===== src/rtl/vtg_raster.sv =====
module vtg_raster #(
  parameter int CW = 14,
  parameter int AW = 6
) (
  input  logic          clk,
  input  logic          rst_n,
  input  logic          reg_we,
  input  logic [AW-1:0] reg_addr,
  input  logic [31:0]   reg_wdata,
  output logic [31:0]   reg_rdata,
  output logic [CW-1:0] pix_x,
  output logic [CW-1:0] line_y,
  output logic          de,
  output logic          hsync,
  output logic          vsync,
  output logic          kick
);
  localparam int FW = 32 - CW;
  localparam int NCFG = 5;
  localparam logic [31:0] M_LO  = (32'h1 << CW) - 32'h1;
  localparam logic [31:0] M_GEO = M_LO | (M_LO << 16);
  localparam logic [31:0] M_EN  = M_GEO | 32'h8000_0000;
  localparam logic [AW-1:0] A_CTRL  = AW'(0);
  localparam logic [AW-1:0] A_HGEO  = AW'(1);
  localparam logic [AW-1:0] A_KICK  = AW'(5);
  localparam logic [AW-1:0] A_RUN   = AW'(6);
  localparam logic [AW-1:0] A_TOKEN = AW'(7);
  localparam logic [AW-1:0] A_STAMP = AW'(8);

  logic [31:0]   sh_q [NCFG];
  logic          shad_q, run_q, pend_q;
  logic [CW-1:0] x_q, y_q;
  logic [FW-1:0] frame_q;

  logic [CW-1:0] w_ht, w_ha, w_hsw, w_hsb;
  logic [CW-1:0] w_vt, w_va, w_vsw, w_vsb;
  logic [CW-1:0] w_kc, w_kr;
  logic          w_hen, w_ven, w_ken;

  logic eol, eof, cfg_wr;
  logic [AW-1:0] cfg_idx;

  assign eol     = run_q && (x_q >= w_ht);
  assign eof     = eol && (y_q >= w_vt);
  assign cfg_wr  = reg_we && (reg_addr >= A_HGEO) && (reg_addr <= A_KICK);
  assign cfg_idx = reg_addr - A_HGEO;

  function automatic logic [31:0] cfg_mask(input logic [AW-1:0] idx);
    return (idx == AW'(0) || idx == AW'(2)) ? M_GEO : M_EN;
  endfunction

  always_ff @(posedge clk or negedge rst_n) begin
    if (!rst_n) begin
      for (int i = 0; i < NCFG; i++) sh_q[i] <= '0;
      shad_q <= 1'b0;
      run_q  <= 1'b0;
      pend_q <= 1'b0;
    end else begin
      if (eof && pend_q) pend_q <= 1'b0;
      if (reg_we) begin
        if (reg_addr == A_CTRL) shad_q <= reg_wdata[0];
        if (reg_addr == A_RUN) run_q <= reg_wdata[0];
        if (reg_addr == A_TOKEN && reg_wdata[0]) pend_q <= 1'b1;
      end
      for (int i = 0; i < NCFG; i++)
        if (cfg_wr && cfg_idx == AW'(i)) sh_q[i] <= reg_wdata & cfg_mask(AW'(i));
    end
  end

  always_ff @(posedge clk or negedge rst_n) begin
    if (!rst_n) begin
      {w_ht, w_ha, w_hsw, w_hsb} <= '0;
      {w_vt, w_va, w_vsw, w_vsb} <= '0;
      {w_kc, w_kr} <= '0;
      {w_hen, w_ven, w_ken} <= '0;
    end else begin
      if (eof && pend_q) begin
        w_ht  <= sh_q[0][16 +: CW];
        w_ha  <= sh_q[0][0 +: CW];
        w_hsb <= sh_q[1][16 +: CW];
        w_hsw <= sh_q[1][0 +: CW];
        w_hen <= sh_q[1][31];
        w_vt  <= sh_q[2][16 +: CW];
        w_va  <= sh_q[2][0 +: CW];
        w_vsb <= sh_q[3][16 +: CW];
        w_vsw <= sh_q[3][0 +: CW];
        w_ven <= sh_q[3][31];
        w_kr  <= sh_q[4][16 +: CW];
        w_kc  <= sh_q[4][0 +: CW];
        w_ken <= sh_q[4][31];
      end
      if (cfg_wr && !shad_q) begin
        case (cfg_idx)
          AW'(0): begin
            w_ht <= reg_wdata[16 +: CW];
            w_ha <= reg_wdata[0 +: CW];
          end
          AW'(1): begin
            w_hsb <= reg_wdata[16 +: CW];
            w_hsw <= reg_wdata[0 +: CW];
            w_hen <= reg_wdata[31];
          end
          AW'(2): begin
            w_vt <= reg_wdata[16 +: CW];
            w_va <= reg_wdata[0 +: CW];
          end
          AW'(3): begin
            w_vsb <= reg_wdata[16 +: CW];
            w_vsw <= reg_wdata[0 +: CW];
            w_ven <= reg_wdata[31];
          end
          default: begin
            w_kr  <= reg_wdata[16 +: CW];
            w_kc  <= reg_wdata[0 +: CW];
            w_ken <= reg_wdata[31];
          end
        endcase
      end
    end
  end

  always_ff @(posedge clk or negedge rst_n) begin
    if (!rst_n) begin
      x_q     <= '0;
      y_q     <= '0;
      frame_q <= '0;
    end else if (!run_q) begin
      x_q <= '0;
      y_q <= '0;
    end else if (eol) begin
      x_q <= '0;
      if (eof) begin
        y_q     <= '0;
        frame_q <= frame_q + FW'(1);
      end else begin
        y_q <= y_q + CW'(1);
      end
    end else begin
      x_q <= x_q + CW'(1);
    end
  end

  logic [CW:0]   hs_beg, vs_beg;
  logic [CW+1:0] hs_end, vs_end;
  assign hs_beg = {1'b0, w_ht} - {1'b0, w_hsb};
  assign vs_beg = {1'b0, w_vt} - {1'b0, w_vsb};
  assign hs_end = {1'b0, hs_beg} + {2'b0, w_hsw} + (CW+2)'(1);
  assign vs_end = {1'b0, vs_beg} + {2'b0, w_vsw} + (CW+2)'(1);

  assign pix_x  = x_q;
  assign line_y = y_q;
  assign de     = run_q && (x_q < w_ha) && (y_q < w_va);
  assign hsync  = run_q && w_hen && !hs_beg[CW] &&
                  ({1'b0, x_q} >= hs_beg) && ({2'b0, x_q} < hs_end);
  assign vsync  = run_q && w_ven && !vs_beg[CW] &&
                  ({1'b0, y_q} >= vs_beg) && ({2'b0, y_q} < vs_end);
  assign kick   = run_q && w_ken && (x_q == w_kc) && (y_q == w_kr);

  always_comb begin
    reg_rdata = '0;
    if (reg_addr == A_CTRL) reg_rdata = {31'b0, shad_q};
    else if (reg_addr == A_RUN) reg_rdata = {31'b0, run_q};
    else if (reg_addr == A_STAMP) reg_rdata = {frame_q, y_q};
    else if (reg_addr >= A_HGEO && reg_addr <= A_KICK) begin
      for (int i = 0; i < NCFG; i++)
        if (cfg_idx == AW'(i)) reg_rdata = sh_q[i];
    end
  end

  a_r2_line_wrap: assert property (@(posedge clk) disable iff (!rst_n)
    (run_q && x_q >= w_ht) |=> (x_q == '0));
  a_r8_stop_clears: assert property (@(posedge clk) disable iff (!rst_n)
    !run_q |=> (x_q == '0 && y_q == '0));
  a_r6_frame_step: assert property (@(posedge clk) disable iff (!rst_n)
    1'b1 |=> (frame_q == $past(frame_q) || frame_q == $past(frame_q) + FW'(1)));
  a_r8_idle_quiet: assert property (@(posedge clk) disable iff (!rst_n)
    !run_q |-> !(de || hsync || vsync || kick));
  a_r7_token_consumed: assert property (@(posedge clk) disable iff (!rst_n)
    (eof && pend_q && !(reg_we && reg_addr == A_TOKEN)) |=> !pend_q);
  a_r5_kick_gated: assert property (@(posedge clk) disable iff (!rst_n)
    kick |-> (x_q == w_kc && y_q == w_kr && w_ken));
endmodule


===== config.mk =====
export PLATFORM = sky130hd
export DESIGN_NAME = vtg_raster
export DESIGN_NICKNAME = d
export VERILOG_FILES = /design/src/rtl/vtg_raster.sv
export SDC_FILE = /design/constraint.sdc
export NUM_CORES = 1
export LEC_CHECK = 0
export BUFFER_PORTS_ARGS = -buffer_cell sky130_fd_sc_hd__buf_2
export CAP_MARGIN = 20
export CORE_MARGIN = 1
export CORE_UTILIZATION = 57
export CTS_CLUSTER_SIZE = 16
export DETAILED_ROUTE_END_ITERATION = 6
export GPL_TIMING_DRIVEN = 0
export PLACE_DENSITY_LB_ADDON = 0.08
export SLEW_MARGIN = 20
export SYNTH_ARGS = -nofsm -noshare
export SYNTH_HDL_FRONTEND = slang
export SYNTH_SLANG_ARGS = --single-unit

===== constraint.sdc =====
create_clock -name clk -period 4.2 [get_ports clk]
set_input_delay 0.42 -clock clk [delete_from_list [all_inputs] [get_ports clk]]
set_output_delay 0.42 -clock clk [all_outputs]
set_load 0.02 [all_outputs]

==> results.yml, run 1 <==
run_status:
  outcome: "complete, but fails checks"
  failed_checks: "negative setup slack"
timing:
  drv_slew: 0
  fmax_mhz: 186
  finalCritPeriodShare_pct: 128
  relSlewSlack_pct: 27.7
  hold_viol: 0
  finalClockSkew_ns: 0.0346
  setup_tns_ns: -2.28
  rsz0062_at_grt: "yes"
  fin_crit_ns: 5.37
  max_slew.worst_pin.slew_ns: 1.08
  timing.hold.ws_ns: 0.228
  setup_viol: 2
  fin_ws_ns: -1.17
detailed_routing:
  num_vias: 17303
  dr.pass1.iters: 5
  route.detailed.drc: 0
  wl_per_cell_um: 25.0
  vias_per_cell: 6.32
  wl_um: 68300
  drt-initial-drc-count: 1453
  drtAntennaViolNets: 0
synth:
  yosysSeqAreaShare_pct: 39.8
  yosysMostFrequentCell: "dfrtp_1"
  synth_edf_count: 0
  syn_inst: 2110
  synth_top_cell_area_share_pct: 39.8
  synth_fp_nets: 2330
  synth_common_cells: "dfrtp_1 (335), nand2_1 (215), ha_1 (175), mux2_2 (173), mux2i_1 (144)"
  ys_types: 62
  ys.flop_type: "dfrtp_1"
  synth_area_leaders: "dfrtp_1 (40%), ha_1 (10%), mux2_2 (9.2%)"
  yosys.area.top_type: "dfrtp_1"
  ys_ff_latch: 335
  avgSynthCellArea_sq_um: 9.99
  netlist_area_sq_um: 21100
  yosysWarnings: 0
  async_reset_ff_share_pct: 100
clock_network:
  cts-buffers-inserted: 39
  clk_path_buf_depth: 3
  cts_root_buffer: "clkbuf_16"
  clkSlewWorstSetupHoldPaths_ns: 0.06
  h-tree-depth: 2
  numClockSinks: 335
  clock_latency_ns: 0.56
  cts_tree: "built"
setup_path:
  worstPathMaxFanout: 2
  cp.arrival_ns: 4.95
  slowest_delay_ns: 0.43
  startpoint_type: "flip-flop"
  crit_family: "compound AO/OA/AOI/OAI gates"
  path_class: "reg2out"
  path_cells: "inv_1, ha_1, inv_1, fa_2, a21oi_1, nor2b_1, o31a_1, o41ai_4, o21bai_1, a21oi_2, xnor2_2, ha_1, a21o_1, a31o_2, o2111a_1, a311oi_2, ha_1, o211ai_1, or3_1, o22ai_2, a21boi_2, buf_4"
  slowest_stage: "dfrtp_2"
  critPathMostFrequentCell: "ha_1"
  worst-path-buf-inv: 3
  endpoint_kind: "primary output"
  critical_path_required_ns: 3.78
power_and_ir_drop:
  powerDensity_nw_per_um2: 525
  p_total_w: 0.0125
  p_leak_nw: 11.1
  ir_drop_v: 0.000366
grt:
  antenna_found_initial: 2
  grt-ovfl-total: 0
  track_usage_pct: 36.5
  grt_pass1_vias: 16957
  grt_max_degree: 96
  grt_pass1_wl_um: 104000
floorplan:
  core.rowCount: 70
  io-pin-count: 105
  design.core.area_sq_um: 36500
  die_h_um: 194
  initial_utilization_pct: 57.7
  die-width_um: 194
  die_area_sq_um: 37800
cells_and_area:
  postLayoutCoreUtil_pct: 65.2
  largest_reg_flops: 143
  fin_nets: 2462
  drive_gt1_share_pct: 17.7
  reg.largest.list: "sh_q (143), frame_q (18)"
  syn_to_final_growth_pct: 13.0
  top_register: "sh_q"
placement:
  routabilityCongestion: 0.942
  dp_slack_ns: -1.00
  portBuffers: 71
  dp_hpwl_um: 51300
flow_run:
  maxCapViolations: 0
min_path:
  hold_class: "in2reg"
worst register-to-register path, delay by kind of cell (launching register included):
family	cells	cell delay (ns)
AO/OA/AOI/OAI	6	1.78
flip-flops	1	0.78
buffers and inverters	3	0.65
adder cells (fa/ha/maj)	1	0.37
multiplexers	1	0.23
final cells by class:
type                            count  area (sq um)
Clock inverter                      9          91.3
Fill cell                        3014         12700
Antenna cell                        3          7.51
Multi-Input combinational cell   1515         12000
Inverter                          137           517
Tap cell                          468           586
Buffer                            123           538
Timing Repair Buffer               91           583
Clock buffer                       56          1140
Sequential cell                   335          8390
cells in the final DEF (no fill, tap or decap), types with 5 or more instances in the layout:
cell type and n:
and2_1 7, o21a_1 10, nand2_1 215, a31oi_1 5, nor2b_1 13, buf_2 81, inv_1 134, ha_1 169
o211ai_1 14, a221o_1 28, clkbuf_1 103, or3_1 7, nand4_1 24, a21oi_1 45, buf_4 18, nand2b_1 10
buf_1 7, a21oi_2 9, a22o_1 54, buf_6 8, nor4_1 15, and3_1 16, mux2_2 173, nand3_1 43
o21ai_0 96, clkbuf_16 40, xor2_1 58, a211oi_1 8, nor3_1 23, nor2_1 63, mux2i_1 144, a21o_1 29
dfrtp_1 333, o21ai_1 101, nor3b_1 9, clkbuf_8 8, xnor2_1 40
layer usage:
metal  track usage [%]  wire (um)  vias to the layer above  part of all wire [%]
met1              50.7      29600                     8726                    43
met5                 0          0                        -                     0
met2              57.9      31400                      645                    46
li1                  -          -                     7810                     -
met3              5.69       4790                      122                   7.0
met4              13.6       2500                        0                   3.7
power breakdown:
part	leakage, nW	internal [W]	switching (W)
Clock	0.605	0.00195	0.00138
Sequential	4.08	0.00369	0.000498
Combinational	6.39	0.00225	0.00274
cells by family after synthesis:
| kind of cell | Yosys count | synth area share, % |
|---|---|---|
| AO/OA/AOI/OAI | 452 | 14.0 |
| multiplexers | 317 | 16.1 |
| adder cells (fa/ha/maj) | 179 | 10.8 |
| flip-flops | 335 | 39.8 |
| buffers and inverters | 260 | 4.99 |
| XOR/XNOR | 103 | 4.28 |
| AND/OR/NAND/NOR | 464 | 10.1 |
path summary, 6_finish.rpt:
kind	startpoint	to	slack [ns]	depth (start not counted)
worst max-delay path	w_vt[0]	vsync	-1.17	22
worst min-delay path	reg_wdata[0]	run_q	0.23	2
worst max register to register	pix_x[5]	w_vt[12]	0.21	11
worst min register to register	frame_q[7]	frame_q[7]	0.50	1
max in group asynchronous	rst_n	w_vsb[5]	2.43	4
min in group asynchronous	rst_n	w_hsw[4]	0.41	2
repair_timing:
action,CTS,global route
buffers inserted,10,5
pin swaps,27,21
hold endpoints to repair,65,0
endpoints found under the setup margin,2,2
gates resized for setup,33,29
hold buffers,1,0
metrics by stage:
| step | area [sq um] | cells |
|---|---|---|
| after floorplan | 21100 | 2110 |
| after global placement | 22100 | 2649 |
| after detailed placement | 22200 | 2653 |
| after CTS | 23600 | 2729 |
| after global routing | 23800 | 2736 |
| final | 23800 | 2737 |
(Power assumes the default switching activity.)
==> inputs of run 2 (changes only) <==
--- a/config.mk
+++ b/config.mk
@@ -8,7 +8,8 @@
 export BUFFER_PORTS_ARGS = -buffer_cell sky130_fd_sc_hd__buf_2
 export CAP_MARGIN = 20
 export CORE_MARGIN = 1
-export CORE_UTILIZATION = 57
+export CORE_UTILIZATION = 58
+export CTS_BUF_LIST = sky130_fd_sc_hd__clkbuf_4 sky130_fd_sc_hd__clkbuf_8
 export CTS_CLUSTER_SIZE = 16
 export DETAILED_ROUTE_END_ITERATION = 6
 export GPL_TIMING_DRIVEN = 0
==> run 2 against run 1 <==
Compared with the run above: the run ends with design-rule violations, negative setup slack left; combinational power shrank 2%; sequential share of layout area up 0.17 points; register-to-register slack lost 0.10 ns; wire length is 3.7% lower; sequential power is essentially flat; critical path depth down 2; global-route usage down 0.41 points; worst hold slack worse by 0.12 ns; cell count rose by 0.80%; final area fell by 0.48%; first-iteration DRC count grew 8.4%; fmax fell by 3.2%; highest routed layer is now met5.
==> results.yml, run 2 (synthesized netlist as in run 1, its figures left out) <==
grt:
  grt_pass1_wl_um: 99100
  antenna_found_initial: 2
  busiest_layer: "met2"
  met3_usage_pct: 7.11
  grt_pass1_vias: 16492
  use_met2_pct: 55.2
  track_usage_pct: 36.1
  grt_max_degree: 98
  grt-ovfl-total: 0
  grt.met1_usage_pct: 49.5
cells_and_area:
  fin_nets: 2474
  postLayoutCoreUtil_pct: 66.5
  drive_gt1_share_pct: 18.8
  top_register: "sh_q"
  reg.largest.list: "sh_q (143), frame_q (18)"
  syn_to_final_growth_pct: 12.5
  seqCellArea_sq_um: 8390
  largest_reg_flops: 143
  layout_common_cells: "dfrtp_1 (333), nand2_1 (215), mux2_2 (173), ha_1 (171), mux2i_1 (144)"
  multi_input_area_sq_um: 11900
  fin_area_sq_um: 23700
  fillCellCount: 2910
  layout_commonest_cell: "dfrtp_1"
power_and_ir_drop:
  p_total_w: 0.0122
  ir_drop_v: 0.000307
  comb_power_share_pct: 40.1
  power_frac_clock_pct: 25.6
  switching_share_pct: 37.4
  powerDensity_nw_per_um2: 513
  p_switching_w: 0.00454
  power.internal_w: 0.00761
  p_leak_nw: 11.1
  seqPwrFrac_pct: 34.3
setup_path:
  cp.arrival_ns: 5.13
  endpoint_kind: "primary output"
  r2r_cells: 9
  slowest_stage: "dfrtp_2"
  r2r_start: "pix_x[5]"
  startpoint_type: "flip-flop"
  worst-path-buf-inv: 1
  path_cells: "ha_1, nor2b_1, o31a_1, o211ai_1, a21oi_2, a2111oi_4, nor2_1, xor2_1, ha_1, and2_1, nor2_1, o21ai_0, xnor2_1, ha_1, a21oi_1, o21ai_0, a21oi_1, o22ai_2, a21boi_2, buf_2"
  critPathMostFrequentCell: "ha_1"
  cp_num_cells: 20
  crit_family: "compound AO/OA/AOI/OAI gates"
  slowest_delay_ns: 0.46
  reg2reg_to: "line_y[7]"
  critPathLaunch: "w_vt[1]"
  rrSetupSlack_ns: 0.11
  cp-endpoint: "vsync"
  critical_path_required_ns: 3.78
  worstPathMaxFanout: 6
  path_class: "reg2out"
floorplan:
  die_h_um: 193
  core.rowCount: 69
  die_area_sq_um: 37100
  initial_utilization_pct: 59.1
  io-pin-count: 105
  design.core.area_sq_um: 35700
  die-width_um: 193
min_path:
  hold_class: "in2reg"
detailed_routing:
  wl_um: 65800
  wl_per_cell_um: 23.8
  route.detailed.drc: 12
  num_vias: 17397
  vias_per_cell: 6.31
  drtAntennaViolNets: 0
  dr.pass1.iters: 7
  drt-initial-drc-count: 1575
timing:
  relSlewSlack_pct: 23.5
  finalCritPeriodShare_pct: 132
  drv_slew: 0
  finalClockSkew_ns: 0.0361
  max_slew.worst_pin.slew_ns: 1.15
  rsz0062_at_grt: "yes"
  fin_crit_ns: 5.55
  setup_viol: 2
  fmax_mhz: 180
  hold_viol: 0
  fin_ws_ns: -1.35
placement:
  portBuffers: 71
  dp_hpwl_um: 49900
  routabilityCongestion: 0.948
  place_area_sq_um: 22200
  dp_slack_ns: -1.02
run_status:
  outcome: "complete, but fails checks"
  failed_checks: "design-rule violations, negative setup slack"
clock_network:
  clock_latency_ns: 0.66
  cts-buffers-inserted: 55
  clk_path_buf_depth: 3
  h-tree-depth: 2
  cts_root_buffer: "clkbuf_8"
  clkSlewWorstSetupHoldPaths_ns: 0.06
  cts_tree: "built"
  numClockSinks: 335
flow_run:
  maxCapViolations: 0
run 2: cell count changes in the layout (fill, tap and decap cells not counted), moves of 3 or more:
| cell | before | now |
|---|---|---|
| clkbuf_8 | 8 | 75 |
| xnor2_2 | 3 | 6 |
| clkbuf_16 | 40 | 0 |
| clkbuf_4 | 0 | 21 |
| buf_4 | 18 | 13 |
| clkbuf_1 | 103 | 95 |
run 2: final cells by class:
| cell class | count | area share (%) |
|---|---|---|
| antenna | 1 | 0.0106 |
| buffer | 123 | 2.27 |
| clock buffer | 96 | 5.02 |
| clock inverter | 4 | 0.111 |
| inverter | 137 | 2.17 |
| multi-input combinational | 1515 | 50.3 |
| sequential | 335 | 35.4 |
| tap | 461 | 2.43 |
| timing repair buffer | 87 | 2.32 |
run 2: worst min-delay path by stage:
stage	from	end	slack, ns	depth (start not counted)
4_1_cts	reg_wdata[0]	sh_q[96]	0.06	2
5_1_grt	reg_wdata[0]	sh_q[96]	0.10	2
3_3_place_gp	frame_q[17]	frame_q[17]	0.46	1
2_1_floorplan	rst_n	frame_q[0]	0.12	0
3_5_place_dp	rst_n	sh_q[101]	0.40	1
6_report	reg_wdata[0]	sh_q[96]	0.11	2
run 2: through the flow:
stage	instances	TNS [ns]	hold WS [ns]
5_1_grt	2759	-2.93	0.101
6_report	2759	-2.50	0.112
3_3_place_gp	2642	-1244.22	0.459
4_1_cts	2756	-2.55	0.0640
3_5_place_dp	2646	-1.80	0.396
2_1_floorplan	2110	-0.466	0.124
run 2: worst reg2reg max path: stages (launching register included):
cell and delay, ns:
dfrtp_1 0.71, ha_1 0.37, a211oi_1 0.34, o211ai_1 0.15
a211o_1 0.36, a222oi_1 0.95, nand3b_1 0.48, buf_2 0.30
o21ai_0 0.12, a21o_1 0.22
run 2: routing by layer:
metal | up-vias | routed length (um)
li1 | 7831 | -
met3 | 147 | 5350
met1 | 8699 | 27800
met4 | 2 | 2970
met5 | - | 13
met2 | 718 | 29600
run 2: what timing repair did:
| action | CTS | global route |
|---|---|---|
| gates resized for setup | 33 | 18 |
| buffers inserted | 9 | 2 |
| setup endpoints to repair | 2 | 2 |
| hold buffers | 1 | 0 |
| pin swaps | 22 | 4 |
| endpoints found under the hold margin | 61 | 0 |
run 2: power groups by stage:
stage / clock network (W) / registers (W) / logic (W)
2_1_floorplan: 0 / 0.00398 / 0.00345
3_3_place_gp: 0 / 0.00419 / 0.00423
3_5_place_dp: 0 / 0.00420 / 0.00443
4_1_cts: 0.00316 / 0.00414 / 0.00468
5_1_grt: 0.00330 / 0.00419 / 0.00542
6_report: 0.00312 / 0.00417 / 0.00487
